### config.mk
export PLATFORM = sky130hd
export DESIGN_NAME = el_drive_seq
export DESIGN_NICKNAME = d
export VERILOG_FILES = /design/src/rtl/el_seq_pkg.sv /design/src/rtl/el_prescaler.sv /design/src/rtl/el_pol_div.sv /design/src/rtl/el_duty_gen.sv /design/src/rtl/el_drive_seq.sv
export SDC_FILE = /design/constraint.sdc
export NUM_CORES = 1
export LEC_CHECK = 0
export CORE_UTILIZATION = 23
export CTS_CLUSTER_DIAMETER = 100
export DETAILED_ROUTE_END_ITERATION = 7
export DONT_BUFFER_PORTS = 1
export HOLD_SLACK_MARGIN = 0.02
export MAX_ROUTING_LAYER = met4
export PLACE_DENSITY = 0.46
export REMOVE_ABC_BUFFERS = 1
export SLEW_MARGIN = 20
export SYNTH_ARGS = -nofsm -noshare
export SYNTH_HDL_FRONTEND = slang
export SYNTH_SLANG_ARGS = --single-unit
### constraint.sdc
create_clock -name clk -period 2.5 [get_ports clk]
set_clock_uncertainty 0.2 [all_clocks]
set_input_delay 0.5 -clock clk [delete_from_list [all_inputs] [get_ports clk]]
set_output_delay 0.5 -clock clk [all_outputs]
set_load 0.005 [all_outputs]
### src/rtl/el_seq_pkg.sv
package el_seq_pkg;
    typedef enum logic [1:0] {
        ST_IDLE  = 2'd0,
        ST_PUMP  = 2'd1,
        ST_RUN   = 2'd2,
        ST_DRAIN = 2'd3
    } el_state_e;

    localparam int CFG_W   = 9;
    localparam int PHASE_W = 2;

    // duty code -> period in ticks (11 -> 1 means held high)
    function automatic logic [2:0] duty_period(input logic [1:0] code);
        case (code)
            2'b11:   return 3'd1;
            2'b10:   return 3'd2;
            2'b01:   return 3'd3;
            default: return 3'd4;
        endcase
    endfunction

    // divide code -> divisor
    function automatic logic [3:0] div_ratio(input logic [1:0] code);
        case (code)
            2'b11:   return 4'd8;
            2'b10:   return 4'd4;
            2'b01:   return 4'd2;
            default: return 4'd1;
        endcase
    endfunction
endpackage

### src/rtl/el_prescaler.sv
module el_prescaler #(
    parameter int W = 9
) (
    input  logic         clk,
    input  logic         rst_n,
    output logic [W-1:0] cnt
);
    always_ff @(posedge clk or negedge rst_n) begin
        if (!rst_n) cnt <= '0;
        else        cnt <= cnt + 1'b1;
    end

    a_r3_prescaler_step: assert property (@(posedge clk) disable iff (!rst_n)
        1'b1 |=> cnt == $past(cnt) + 1'b1);
endmodule

### src/rtl/el_pol_div.sv
module el_pol_div
    import el_seq_pkg::*;
(
    input  logic       clk,
    input  logic       rst_n,
    input  logic       clr,
    input  logic       src_tick,
    input  logic [1:0] code,
    output logic       adv
);
    logic [3:0] ratio;
    logic [2:0] cnt;

    always_comb begin
        ratio = div_ratio(code);
        adv   = src_tick && ({1'b0, cnt} >= ratio - 4'd1);
    end

    always_ff @(posedge clk or negedge rst_n) begin
        if (!rst_n)        cnt <= '0;
        else if (clr)      cnt <= '0;
        else if (src_tick) cnt <= adv ? 3'd0 : cnt + 3'd1;
    end

    a_r6_no_advance_when_cleared: assert property (@(posedge clk) disable iff (!rst_n)
        $past(clr) && code == 2'b11 |-> !adv);
endmodule

### src/rtl/el_duty_gen.sv
module el_duty_gen
    import el_seq_pkg::*;
(
    input  logic       clk,
    input  logic       rst_n,
    input  logic       clr,
    input  logic       adv,
    input  logic [1:0] code,
    output logic       hi
);
    logic [PHASE_W-1:0] phase;
    logic [2:0]         period;

    always_comb begin
        period = duty_period(code);
        hi     = (phase == '0);
    end

    always_ff @(posedge clk or negedge rst_n) begin
        if (!rst_n)   phase <= '0;
        else if (clr) phase <= '0;
        else if (adv) phase <= ({1'b0, phase} >= period - 3'd1) ? '0 : phase + 1'b1;
    end

    a_r4_full_duty_high: assert property (@(posedge clk) disable iff (!rst_n)
        code == 2'b11 && $past(code) == 2'b11 && $past(code, 2) == 2'b11 |-> hi);
endmodule

### src/rtl/el_drive_seq.sv
module el_drive_seq
    import el_seq_pkg::*;
#(
    parameter int PUMP_TAP_BASE = 5
) (
    input  logic             clk,
    input  logic             rst_n,
    input  logic [CFG_W-1:0] cfg,
    input  logic             light_on,
    input  logic             light_off,
    output logic             pump_clk,
    output logic             pol_clk
);
    localparam int PRE_W = PUMP_TAP_BASE + 4;

    el_state_e        st, st_nx;
    logic [PRE_W-1:0] pre_cnt;
    logic [3:0]       tap_tick;
    logic             pump_tick, pol_src, pol_adv;
    logic             pump_hi, pol_hi;
    logic             pump_clr, pol_clr, pump_adv;

    el_prescaler #(.W(PRE_W)) u_pre (.clk(clk), .rst_n(rst_n), .cnt(pre_cnt));

    // tap tick per select code: code 3 -> base tap, code 0 -> base+3
    for (genvar gi = 0; gi < 4; gi++) begin : g_tap
        localparam int TAP = PUMP_TAP_BASE + 3 - gi;
        localparam logic [PRE_W-1:0] MASK = PRE_W'((64'd2 << TAP) - 64'd1);
        localparam logic [PRE_W-1:0] HIT  = PRE_W'(64'd1 << TAP);
        assign tap_tick[gi] = ((pre_cnt & MASK) == HIT);
    end

    always_comb begin
        pump_tick = tap_tick[cfg[3:2]];
        pol_src   = cfg[8] ? 1'b1 : pre_cnt[0];
        pump_clr  = (st == ST_IDLE);
        pump_adv  = pump_tick && (st != ST_IDLE);
        pol_clr   = !(st == ST_RUN || st == ST_DRAIN);
    end

    el_pol_div u_pdiv (
        .clk(clk), .rst_n(rst_n), .clr(pol_clr),
        .src_tick(pol_src), .code(cfg[7:6]), .adv(pol_adv)
    );

    el_duty_gen u_pump_duty (
        .clk(clk), .rst_n(rst_n), .clr(pump_clr),
        .adv(pump_adv), .code(cfg[1:0]), .hi(pump_hi)
    );

    el_duty_gen u_pol_duty (
        .clk(clk), .rst_n(rst_n), .clr(pol_clr),
        .adv(pol_adv), .code(cfg[5:4]), .hi(pol_hi)
    );

    always_comb begin
        st_nx = st;
        unique case (st)
            ST_IDLE:  if (light_on) st_nx = ST_PUMP;
            ST_PUMP:  if (light_off) st_nx = ST_DRAIN;
                      else if (pump_tick) st_nx = ST_RUN;
            ST_RUN:   if (light_off) st_nx = ST_DRAIN;
            ST_DRAIN: if (pump_tick && pump_hi) st_nx = ST_IDLE;
        endcase
    end

    always_ff @(posedge clk or negedge rst_n) begin
        if (!rst_n) st <= ST_IDLE;
        else        st <= st_nx;
    end

    always_comb begin
        pump_clk = (st != ST_IDLE) && pump_hi;
        pol_clk  = (st == ST_RUN || st == ST_DRAIN) && pol_hi;
    end

    a_r2_pol_after_pump: assert property (@(posedge clk) disable iff (!rst_n)
        $rose(pol_clk) |-> $past(st) != ST_IDLE);
    a_r7_stop_at_pump_fall: assert property (@(posedge clk) disable iff (!rst_n)
        st == ST_IDLE && $past(st) == ST_DRAIN |-> $past(pump_clk));
    a_r8_idle_off_ignored: assert property (@(posedge clk) disable iff (!rst_n)
        st == ST_IDLE && light_off && !light_on |=> st == ST_IDLE && !pump_clk);
    a_r1_idle_quiet: assert property (@(posedge clk) disable iff (!rst_n)
        $past(st) == ST_IDLE && st == ST_IDLE |-> !pol_clk && !pump_clk);
endmodule

**Word level (Yosys, flattened, before mapping)**

Cells that the tools add are included.

- Register bits after elaboration: 18
- Logic and storage cells: 71

- $add $sub $neg: 7
- $lt $le $gt $ge: 4
- Eq/ne operators: 22
- Multiplexer cells: 21
- Reductions and logical operators: 12

Operators by type and width:

| kind | number |
|---|---|
| $mux W2 | 11 |
| $pmux W3 S3 | 2 |
| $eq A2 B2 Y1 const B | 8 |
| $pmux W4 S3 | 1 |
| $add A9 B1 Y9 const B | 1 |
| $eq A9 B9 Y1 const B | 1 |
| $mux W3 | 3 |
| $eq A2 B1 Y1 const B | 4 |
| $eq A8 B8 Y1 const B | 1 |
| $pmux W2 S4 | 1 |
| $eq A7 B7 Y1 const B | 1 |
| $eq A6 B6 Y1 const B | 1 |
| $ge A2 B3 Y1 | 2 |
| $logic_not A2 Y1 | 3 |
| $ne A2 B1 Y1 const B | 3 |
| $sub A3 B1 Y3 const B | 2 |
| $logic_and A1 B1 Y1 | 5 |
| $add A2 B1 Y2 const B | 2 |
| $ge A3 B4 Y1 | 1 |
| $ne A2 B2 Y1 const B | 2 |
| $reduce_and A4 Y1 | 1 |
| $reduce_bool A2 Y1 | 2 |
| $sub A4 B1 Y4 const B | 1 |
| $add A3 B1 Y3 const B | 1 |
| other kinds (5) | 6 |

**Depth between registers and ports, before layout**

Gate-level depths: netlist of the first run.

- Word-level depth: 8
- Gate-level depth with buffers: 7

**Cells and area by module**

From an unflattened synthesis of the first run, not the netlist that was laid out.

- Cells, all modules: 123
- Area, all modules: 1,213.7 um2

Modules (own cells, without submodules):

| module | times used | cells each | area each (um2) | sequential area each (um2) |
|---|---|---|---|---|
| el_prescaler | 1 | 28 | 357.8 | 225.2 |
| el_duty_gen | 2 | 16 | 152.6 | 50.0 |
| el_drive_seq | 1 | 36 | 291.5 | 50.0 |
| el_pol_div | 1 | 27 | 259.0 | 75.1 |

**Least setup slack after synthesis of the first run**

No wires, ideal clock.

- Path kind: input -> register
- Start point: in cfg[7]
- End point: reg u_pol_duty.phase[0]
- Library setup time: 0.125 ns
- Arrival: 1.974 ns
- Slack: 0.201 ns
- Stages on the path: 7
- Buffers on the path: 0
- Cells stage by stage: or2_2 -> ha_1 -> nand2b_1 -> a21o_1 -> a21oi_1 -> o22ai_1 -> mux2_2

- Longest elaborated chain between the ends: 6
- Elaborated cells on any way between the ends: 8
- Classes of those cells: add/sub (1); order compare (1); eq/ne (4); mux (1); reduce/logical (1)

RTL lines:

| item | RTL line | text |
|---|---|---|
| start, declared | el_drive_seq.sv:8 | `input logic [CFG_W-1:0] cfg,` |
| $eq A2 B1 Y1 or $eq A2 B2 Y1 (tied branches) | el_seq_pkg.sv:24 | `case (code)` |
| $pmux W4 S3 * | el_seq_pkg.sv:24 |  |
| $sub A4 B1 Y4 * | el_pol_div.sv:16 | `adv = src_tick && ({1'b0, cnt} >= ratio - 4'd1);` |
| $ge A3 B4 Y1 * | el_pol_div.sv:16 |  |
| $logic_and A1 B1 Y1 * | el_pol_div.sv:16 |  |
| $ne A2 B1 Y1 (no source line) * | - |  |
| end signal, assigned | el_duty_gen.sv:22 | `else if (adv) phase <= ({1'b0, phase} >= period - 3'd1) ? '0 : phase + 1'b1;` |
| end, declared | el_duty_gen.sv:11 | `logic [PHASE_W-1:0] phase;` |

Mark *: on every way between the ends. The rest lies on a longest branch, timed or not.
A chain may end at the register's enable or synchronous reset.

**Worst setup path after layout of the first run**

- Start point: reg u_pre.cnt[0]
- End point: reg st[1]

- Longest elaborated chain between the ends: 6
- Elaborated cells on any way between the ends: 10
- Classes of those cells: eq/ne (6); mux (2); reduce/logical (2)

RTL lines:

| item | RTL line | text |
|---|---|---|
| start, declared | el_prescaler.sv:6 | `output logic [W-1:0] cnt` |
| start signal, assigned | el_prescaler.sv:10 | `else cnt <= cnt + 1'b1;` |
| $eq A9 B9 Y1, or another cell as far along | el_drive_seq.sv:30 | `assign tap_tick[gi] = ((pre_cnt & MASK) == HIT);` |
| $bmux W1 S2 * | el_drive_seq.sv:34 | `pump_tick = tap_tick[cfg[3:2]];` |
| $mux W1 (implied by the code) * | el_drive_seq.sv:34 |  |
| $logic_and A1 B1 Y1 | el_drive_seq.sv:63 | `ST_DRAIN: if (pump_tick && pump_hi) st_nx = ST_IDLE;` |
| $ne A2 B1 Y1 (no source line) | - |  |
| $reduce_and A4 Y1 (no source line) * | - |  |
| end signal, assigned | el_drive_seq.sv:69 | `else st <= st_nx;` |
| end, declared | el_drive_seq.sv:16 | `el_state_e st, st_nx;` |

Mark *: on every way between the ends. The rest lies on a longest branch, timed or not. The select of a mux whose other input is x is not followed.

==> metrics.yaml, run 1 <==
max_freq_mhz: 468
placeable_area_um2: 4820
h-tree-depth: 1
clkTransAtPathRegs_ns: 0.07
gpl.final_weighted_congestion: 0.759
cp_data_arrival_time_ns: 2.08
grt_antenna_before_repair: 0
yosysWarningCount: 0
count_of_different_cell_masters_after_synthesis: 34
post_synth_edffs: 0
timing.final.hold_violations: 0
drtAntennaViolNets: 0
detail_route.wl_per_cell_um: 11.4
drive_above_1_share_pct: 9.76
path_cells: "inv_1, ha_1, nor4b_2, o21ai_1, a311oi_4, o21ai_2, mux2_4"
worst_ir_drop_vdd_mv: 0.377
rsz0062_at_grt: "false"
via_per_inst: 4.42
setup_total_negative_slack_ns: 0
clk_root_buffer_cell: "sky130_fd_sc_hd__clkbuf_8"
grt_overflow_total: 0
max_stage_delay_ns: 0.42
whs_ns: 0.262
drv.max_cap_violation_count: 0
dr.pass1.iters: 4
most_area_consuming_cells_after_synthesis: "sky130_fd_sc_hd__dfrtp_1 39%, sky130_fd_sc_hd__ha_1 17%, sky130_fd_sc_hd__inv_1 5.5%, sky130_fd_sc_hd__xnor2_1 4.5%, sky130_fd_sc_hd__nand3_1 3.0%"
synthesized_area_um2: 1170
yosysSeqAreaShare_pct: 38.5
worst-endpoint-required_ns: 2.44
final-max-slew-violation-count: 0
floorplan.die_area_um2: 5370
ranking_of_synthesized_cells_by_instance_count: "18 x sky130_fd_sc_hd__dfrtp_1, 17 x sky130_fd_sc_hd__inv_1, 16 x sky130_fd_sc_hd__ha_1"
max-clock-path-buffers: 2
grt_usage_pct: 9.59
routed_wire_length_mm: 2.16
nFillCells: 520
cts_buffers: 3
finalInstanceArea_um2: 1320
outcome: "finished, final reports clean"
placedInstanceArea_um2: 1250
io-pin-count: 15
finalSetupViolCount: 0
diodes: 0
post-synth-top-count-cell: "sky130_fd_sc_hd__dfrtp_1"
drtIter0Drc: 41
kind_of_cell_with_the_highest_combined_delay_on_the_critical_path: "compound AO/OA/AOI/OAI gates"
clk_latency_ns: 0.25
first_global_vias: 844
layout.cells.non_filler: 190
final_min_period_over_clock_period_pct: 85.5
synth_seq_cells: 18
die_y_um: 73.3
slew_headroom_pct: 40.7
dieWidth_um: 73.3
post-route-worst-setup-slack_ns: 0.363
initial_core_util_pct: 24.3
dpl.hpwl_mm: 1.70
rows: 25
layout.nets: 153
route.detailed.drc: 0
grt_max_degree: 19
placement.io_buffers: 0
tightestPinTransition_ns: 0.886
synthToLayoutAreaGrowth_pct: 12.7
worst-path-buf-inv: 1
critPathSlowestCell: "sky130_fd_sc_hd__dfrtp_1"
worstHoldPathType: "in -> reg"
synth_top_area_share_pct: 38.5
num_vias: 840
layout_min_cycle_time_ns: 2.14
dominantRegCellSynth: "sky130_fd_sc_hd__dfrtp_1"
end_kind: "register"
grt_pass1_wl_mm: 3.75
final_core_util_pct: 27.4
synth_top_cell_by_area: "sky130_fd_sc_hd__dfrtp_1"
cts_sinks: 18
cts_resized: 0
powerDensity_nw_per_um2: 807
netlist_instances: 119
dp_worst_setup_slack_ns: 0.185
ys_async_sr_fraction_pct: 100
timing.critical_path.fanout_max: 5
finalPower_mw: 1.06
power.static_leakage_nw: 0.608
tritoncts: "built"
worst-setup-path-type: "reg -> reg"
post_synth.cell_area_avg_um2: 9.82
startpoint_type: "register"
placed_cells_incl_taps: 185
## cell families after synthesis
logic type / after synthesis / share of synthesized area (%)
flops: 18 / 38.5
compound gates: 18 / 12.1
simple gates: 37 / 16.9
buf+inv: 19 / 6.10
mux: 4 / 3.96
xor+xnor: 7 / 5.25
fa+ha+maj: 16 / 17.1
## cell usage in the layout, fill, tap and decap left out, drive strengths merged, types with 2 or more instances in the layout
cell	count
a21oi	6
inv	17
or2	2
nand3	7
xnor2	6
mux2	2
and2	3
ha	16
mux2i	2
nor2	7
a311oi	2
nand2b	5
o21ai	3
nand2	7
clkbuf	4
dfrtp	18
nor4b	2
## what timing repair did
item | 4_1_cts | 5_1_grt
endpoints found under the hold margin | 18 | 0
hold buffers | 1 | 0
buffers inserted | 0 | 0
## final cells by class
| type | instances | area [um^2] | share of cell area (%) |
|---|---|---|---|
| well taps | 67 | 83.8 | 6.36 |
| clock buffers | 4 | 55.1 | 4.18 |
| inverters | 17 | 63.8 | 4.84 |
| flip-flops and latches | 18 | 450 | 34.2 |
| repair buffers | 2 | 17.5 | 1.33 |
| multi-input cells | 82 | 647 | 49.1 |
## state kept, by name (all words and copies together) (netlist names)
| register | cells |
|---|---|
| u_pump_duty.phase | 2 |
| u_pdiv.cnt | 3 |
| u_pol_duty.phase | 2 |
| u_pre.cnt | 9 |
| st | 2 |
## path summary, 6_finish.rpt
path | startpoint | endpoint | slack (ns) | cells past startpoint
min | cfg[8] | u_pdiv.cnt[1] | 0.26 | 3
max in group asynchronous | rst_n | u_pre.cnt[8] | 0.94 | 1
min in group asynchronous | rst_n | u_pump_duty.phase[1] | 0.61 | 1
max | u_pre.cnt[0] | st[1] | 0.36 | 7
min reg2reg | u_pre.cnt[8] | u_pre.cnt[8] | 0.27 | 1
max reg2reg | u_pre.cnt[0] | st[1] | 0.36 | 7
## layer usage
metal | global-route usage [%] | vias to the layer above | wire (um)
li1 | - | 414 | -
met1 | 10.8 | 413 | 960
met2 | 15.8 | 11 | 1080
met3 | 3.57 | 2 | 102
met4 | 2.83 | 0 | 17
met5 | - | - | 0
## where the power goes
group	internal (mW)	leakage, nW	switching, mW
registers	0.340	0.230	0.0386
clock network	0.140	0.0288	0.100
logic	0.221	0.350	0.224
## tightest hold or removal path, cell delays in order
cell and delay, ns:
sky130_fd_sc_hd__nor2_1 0.05, sky130_fd_sc_hd__nand2_1 0.07, sky130_fd_sc_hd__a21oi_1 0.05
(Power assumes the default switching activity.)
==> run 2: changes to the inputs <==
--- a/config.mk
+++ b/config.mk
@@ -5,13 +5,13 @@
 export SDC_FILE = /design/constraint.sdc
 export NUM_CORES = 1
 export LEC_CHECK = 0
+export BUFFER_PORTS_ARGS = -buffer_cell sky130_fd_sc_hd__buf_2
 export CORE_UTILIZATION = 23
 export CTS_CLUSTER_DIAMETER = 100
 export DETAILED_ROUTE_END_ITERATION = 7
-export DONT_BUFFER_PORTS = 1
 export HOLD_SLACK_MARGIN = 0.02
 export MAX_ROUTING_LAYER = met4
-export PLACE_DENSITY = 0.46
+export PLACE_DENSITY = 0.48
 export REMOVE_ABC_BUFFERS = 1
 export SLEW_MARGIN = 20
 export SYNTH_ARGS = -nofsm -noshare
==> run 2 against run 1 <==
Net effect: combinational power grew 4%; largest cell class unchanged; die area is the same; critical path type is now in -> reg; core utilization grew 1.3 points; non-clock buffer count grew 13; via count grew 2.9%; final cell count grew 6.8%; clock power shrank 2%; sequential power is essentially flat.
==> metrics.yaml, run 2 (same netlist as run 1, synthesis figures left out) <==
outcome: "finished, final reports clean"
timing.critical_path.fanout_max: 4  # -1
layout.cells.most_common_list: "18 x sky130_fd_sc_hd__dfrtp_1, 17 x sky130_fd_sc_hd__inv_1, 16 x sky130_fd_sc_hd__ha_1"
end_kind: "register"
drtIter0Drc: 37  # -9.8%
cts_sinks: 18  # unchanged
initial_core_util_pct: 24.3  # unchanged
synthToLayoutAreaGrowth_pct: 18.1
detail_route.wl_per_cell_um: 10.2  # -9.9%
timing.rr.start: "u_pre.cnt[0]"
diodes: 0  # unchanged
drive_above_1_share_pct: 18.4  # +8.6 points
grt_usage_pct: 9.65  # +0.063 points
kind_of_cell_with_the_highest_combined_delay_on_the_critical_path: "compound AO/OA/AOI/OAI gates"
max_freq_mhz: 443  # -5.2%
first_global_vias: 941  # +11%
via_per_inst: 4.26  # -3.7%
tritoncts: "built"
layout.nets: 166  # +8.5%
io-pin-count: 15  # unchanged
setup_total_negative_slack_ns: 0  # unchanged
final_core_util_pct: 28.6  # +1.3 points
max-clock-path-buffers: 2  # unchanged
largest_register_ff_count: 9  # unchanged
startpoint_type: "primary input"
clk_root_buffer_cell: "sky130_fd_sc_hd__clkbuf_8"
die_y_um: 73.3  # unchanged
h-tree-depth: 1  # unchanged
drv.max_cap_violation_count: 0  # unchanged
worst-setup-path-type: "in -> reg"
grt_antenna_before_repair: 0  # unchanged
worst-path-buf-inv: 1  # unchanged
path_cells: "buf_2, or2_2, ha_1, nand2b_1, a21o_1, a21oi_1, o22ai_1, mux2_2"
powerDensity_nw_per_um2: 781  # -3.2%
gpl.final_weighted_congestion: 0.692  # -8.8%
dpl.hpwl_mm: 1.70  # about the same
hold_path_startpoint: "u_pre.cnt[8]"
clk_latency_ns: 0.25  # about the same
worst_hold_path.num_cells: 1  # -2
routed_wire_length_mm: 2.08  # -3.8%
dr.pass1.iters: 4  # unchanged
power.static_leakage_nw: 0.659  # +8.3%
finalSetupViolCount: 0  # unchanged
crit-reg2reg-capture: "st[1]"
clkTransAtPathRegs_ns: 0.07  # about the same
cts_buffers: 3  # unchanged
dp_worst_setup_slack_ns: -0.0310  # -0.216 ns
grt_max_degree: 19  # unchanged
worst-endpoint-required_ns: 2.44  # about the same
timing.reg2reg.setup_slack_ns: 0.33  # -0.03 ns
cp_data_arrival_time_ns: 2.19  # +0.11 ns
num_vias: 864  # +2.9%
registers.top_by_ff_count: "u_pre.cnt"
worst_ir_drop_vdd_mv: 0.185  # -51%
finalPower_mw: 1.08  # +1.3%
timing.critical_path.depth: 8  # +1
placement.io_buffers: 14  # +14
final-max-slew-violation-count: 0  # unchanged
placedInstanceArea_um2: 1320  # +5.0%
rsz0062_at_grt: "false"
max_stage_delay_ns: 0.29  # -0.13 ns
floorplan.die_area_um2: 5370  # unchanged
critPathSlowestCell: "sky130_fd_sc_hd__or2_2"
route.detailed.drc: 0  # unchanged
post-route-worst-setup-slack_ns: 0.245  # -0.118 ns
final_min_period_over_clock_period_pct: 90.2  # +4.7 points
finalInstanceArea_um2: 1380  # +4.7%
timing.final.hold_violations: 0  # unchanged
layout_min_cycle_time_ns: 2.26  # +0.118 ns
drtAntennaViolNets: 0  # unchanged
worst-r2r-cell-count: 7  # unchanged
worstHoldPathType: "reg -> reg"
grt_pass1_wl_mm: 3.88  # +3.5%
dieWidth_um: 73.3  # unchanged
cts_resized: 0  # unchanged
layout_commonest_cell: "sky130_fd_sc_hd__dfrtp_1"
biggest_registers_after_layout: "u_pre.cnt: 9 flops, u_pdiv.cnt: 3 flops"
grt_overflow_total: 0  # unchanged
slew_headroom_pct: 70.5  # +30 points
tightestPinTransition_ns: 0.440  # -0.446 ns
placeable_area_um2: 4820  # unchanged
nFillCells: 536  # +3.1%
hold-path-endpoint: "u_pre.cnt[8]"
rows: 25  # unchanged
run 2: through the flow:
stage               std cells  hold slack [ns]
detailed placement        198            0.263
floorplan                 117          0.00441
CTS                       203            0.282
global route              203            0.317
global placement          198            0.263
finish                    203            0.285
run 2: report_power, final:
group	switching, mW	internal, mW
registers	0.0381	0.340
clock network	0.0966	0.140
logic	0.231	0.232
run 2: how the worst max path moves through the flow:
stage | start | end | slack (ns)
6_report | cfg[7] | u_pol_duty.phase[0] | 0.24
5_1_grt | u_pre.cnt[0] | st[1] | 0.15
4_1_cts | cfg[7] | u_pol_duty.phase[0] | 0.24
3_5_place_dp | cfg[7] | u_pol_duty.phase[0] | -0.03
3_3_place_gp | cfg[7] | u_pol_duty.phase[0] | 0.02
2_1_floorplan | cfg[7] | u_pol_duty.phase[0] | 0.20
run 2: layout make-up:
type	instances	area [um^2]	share of cell area, %
sequential	18	450	32.6
inverter	17	63.8	4.62
timing repair buffer	15	80.1	5.80
multi-input combinational	82	647	46.9
clock buffer	4	55.1	3.99
tap	67	83.8	6.07
run 2: repair_timing:
item                                   CTS  global route
endpoints found under the hold margin   18             0
hold buffers                             1             0
setup endpoints to repair                0             0
setup buffers                            0             0
run 2: routing by layer:
metal  GRT usage (%)  wire, um
met1            11.0       920
met2            16.7      1080
met3            1.37        47
met4            4.58        27
met5               -         0
==> run 3: changes to the inputs <==
--- a/config.mk
+++ b/config.mk
@@ -8,11 +8,11 @@
 export BUFFER_PORTS_ARGS = -buffer_cell sky130_fd_sc_hd__buf_2
 export CORE_UTILIZATION = 23
 export CTS_CLUSTER_DIAMETER = 100
+export CTS_CLUSTER_SIZE = 20
 export DETAILED_ROUTE_END_ITERATION = 7
 export HOLD_SLACK_MARGIN = 0.02
 export MAX_ROUTING_LAYER = met4
 export PLACE_DENSITY = 0.48
-export REMOVE_ABC_BUFFERS = 1
 export SLEW_MARGIN = 20
 export SYNTH_ARGS = -nofsm -noshare
 export SYNTH_HDL_FRONTEND = slang
==> run 3 against run 2 <==
Net effect: worst setup slack got worse by 0.029 ns; clock-buffer cell count fell by 1; global-route usage is 0.88 points lower; non-clock buffer count stayed put; via count decreased by 3.9%; final cell count decreased by 0.49%; routed wire length decreased by 6.0%; final area down 1.0%; critical path depth stayed put; register-to-register slack improved by 0.02 ns; highest routed layer unchanged.
==> metrics.yaml, run 3 (same netlist as run 1, synthesis figures left out) <==
outcome: "finished, final reports clean"
post-route-worst-setup-slack_ns: 0.216  # -0.0292 ns
finalInstanceArea_um2: 1370  # -1.0%
layout_commonest_cell: "sky130_fd_sc_hd__dfrtp_1"
tightestPinTransition_ns: 0.422  # -0.0172 ns
cts_sinks: 18  # unchanged
finalPower_mw: 1.03  # -3.9%
placement.io_buffers: 14  # unchanged
largest_register_ff_count: 9  # unchanged
via_per_inst: 4.11  # -3.5%
detail_route.wl_per_cell_um: 9.67  # -5.5%
worst-endpoint-required_ns: 2.43  # about the same
routed_wire_length_mm: 1.95  # -6.0%
setup_total_negative_slack_ns: 0  # unchanged
rsz0062_at_grt: "false"
floorplan.die_area_um2: 5370  # unchanged
clk_latency_ns: 0.24  # about the same
die_y_um: 73.3  # unchanged
power.static_leakage_nw: 0.652  # -1.1%
clk_root_buffer_cell: "sky130_fd_sc_hd__clkbuf_8"
drtAntennaViolNets: 0  # unchanged
placedInstanceArea_um2: 1320  # unchanged
dr.pass1.iters: 4  # unchanged
initial_core_util_pct: 24.3  # unchanged
h-tree-depth: 1  # unchanged
final_min_period_over_clock_period_pct: 91.4  # +1.2 points
layout.cells.most_common_list: "18 x sky130_fd_sc_hd__dfrtp_1, 17 x sky130_fd_sc_hd__inv_1, 16 x sky130_fd_sc_hd__ha_1"
route.detailed.drc: 0  # unchanged
end_kind: "register"
synth_nets: 148
dieWidth_um: 73.3  # unchanged
clkTransAtPathRegs_ns: 0.06  # about the same
timing.final.hold_violations: 0  # unchanged
drtIter0Drc: 44  # +19%
registers.top_by_ff_count: "u_pre.cnt"
grt_max_degree: 19  # unchanged
layout.cells.non_filler: 202  # -0.49%
cp_data_arrival_time_ns: 2.21  # +0.02 ns
slew_headroom_pct: 71.7  # +1.2 points
placeable_area_um2: 4820  # unchanged
layout.nets: 166  # unchanged
synthToLayoutAreaGrowth_pct: 16.9
max_freq_mhz: 438  # -1.3%
cts_buffers: 3  # unchanged
grt_overflow_total: 0  # unchanged
gpl.final_weighted_congestion: 0.701  # +1.2%
grt_antenna_before_repair: 0  # unchanged
final-max-slew-violation-count: 0  # unchanged
max-clock-path-buffers: 2  # unchanged
layout_min_cycle_time_ns: 2.28  # +0.0292 ns
num_vias: 830  # -3.9%
cts_resized: 0  # unchanged
drv.max_cap_violation_count: 0  # unchanged
whs_ns: 0.268  # -0.0168 ns
dp_worst_setup_slack_ns: -0.0462  # -0.0152 ns
cts_setup_buffers: 0  # unchanged
worst-setup-path-type: "in -> reg"
tritoncts: "built"
final_core_util_pct: 28.4  # -0.29 points
dpl.hpwl_mm: 1.59  # -6.3%
grt_usage_pct: 8.77  # -0.88 points
first_global_vias: 825  # -12%
diodes: 0  # unchanged
drive_above_1_share_pct: 17.8  # -0.60 points
rows: 25  # unchanged
worst_ir_drop_vdd_mv: 0.241  # +30%
finalSetupViolCount: 0  # unchanged
io-pin-count: 15  # unchanged
placed_cells_incl_taps: 198  # unchanged
biggest_registers_after_layout: "u_pre.cnt: 9 flops, u_pdiv.cnt: 3 flops"
powerDensity_nw_per_um2: 757  # -3.0%
timing.critical_path.fanout_max: 4  # unchanged
grt_pass1_wl_mm: 3.44  # -11%
startpoint_type: "primary input"
worstHoldPathType: "reg -> reg"
## run 3: final cells by class
| type | instances | area [um^2] |
|---|---|---|
| inverter | 17 | 63.8 |
| fill | 503 | 3450 |
| multi-input combinational | 82 | 647 |
| clock buffer | 3 | 41.3 |
| timing repair buffer | 15 | 80.1 |
| tap | 67 | 83.8 |
| sequential | 18 | 450 |
## run 3: critical path: stages
cell                       delay (ns)
sky130_fd_sc_hd__buf_2           0.11
sky130_fd_sc_hd__or2_2           0.29
sky130_fd_sc_hd__ha_1            0.27
sky130_fd_sc_hd__nand2b_1        0.14
sky130_fd_sc_hd__a21o_1          0.17
sky130_fd_sc_hd__a21oi_1         0.28
sky130_fd_sc_hd__o22ai_1         0.16
sky130_fd_sc_hd__mux2_2          0.30
## run 3: worst paths after layout
check,startpoint,to,slack [ns],cells after the start
max,cfg[7],u_pol_duty.phase[0],0.22,8
min,u_pre.cnt[8],u_pre.cnt[8],0.27,1
max reg2reg,u_pre.cnt[0],st[1],0.35,7
min reg2reg,u_pre.cnt[8],u_pre.cnt[8],0.27,1
max in group asynchronous,rst_n,u_pol_duty.phase[0],1.29,2
min in group asynchronous,rst_n,u_pre.cnt[2],0.52,2
## run 3: layer usage
layer  global-route usage, %  vias up  wire length, um
met1                    9.65      386              894
met3                    2.33        2               70
met2                    14.5        6              961
met4                    4.58        0               25
met5                       -        -                0
li1                        -      436                -
## run 3: repair_timing
action | in CTS | in global routing
setup endpoints to repair | 0 | 0
hold buffers | 1 | 0
hold endpoints to repair | 18 | 0
## run 3: power breakdown
group          switching (mW)  internal, mW  leakage (nW)  total [mW]
Sequential             0.0385         0.340         0.230       0.379
Clock                  0.0859         0.107        0.0216       0.193
Combinational           0.233         0.230         0.400       0.464
Total                   0.358         0.677         0.652        1.03
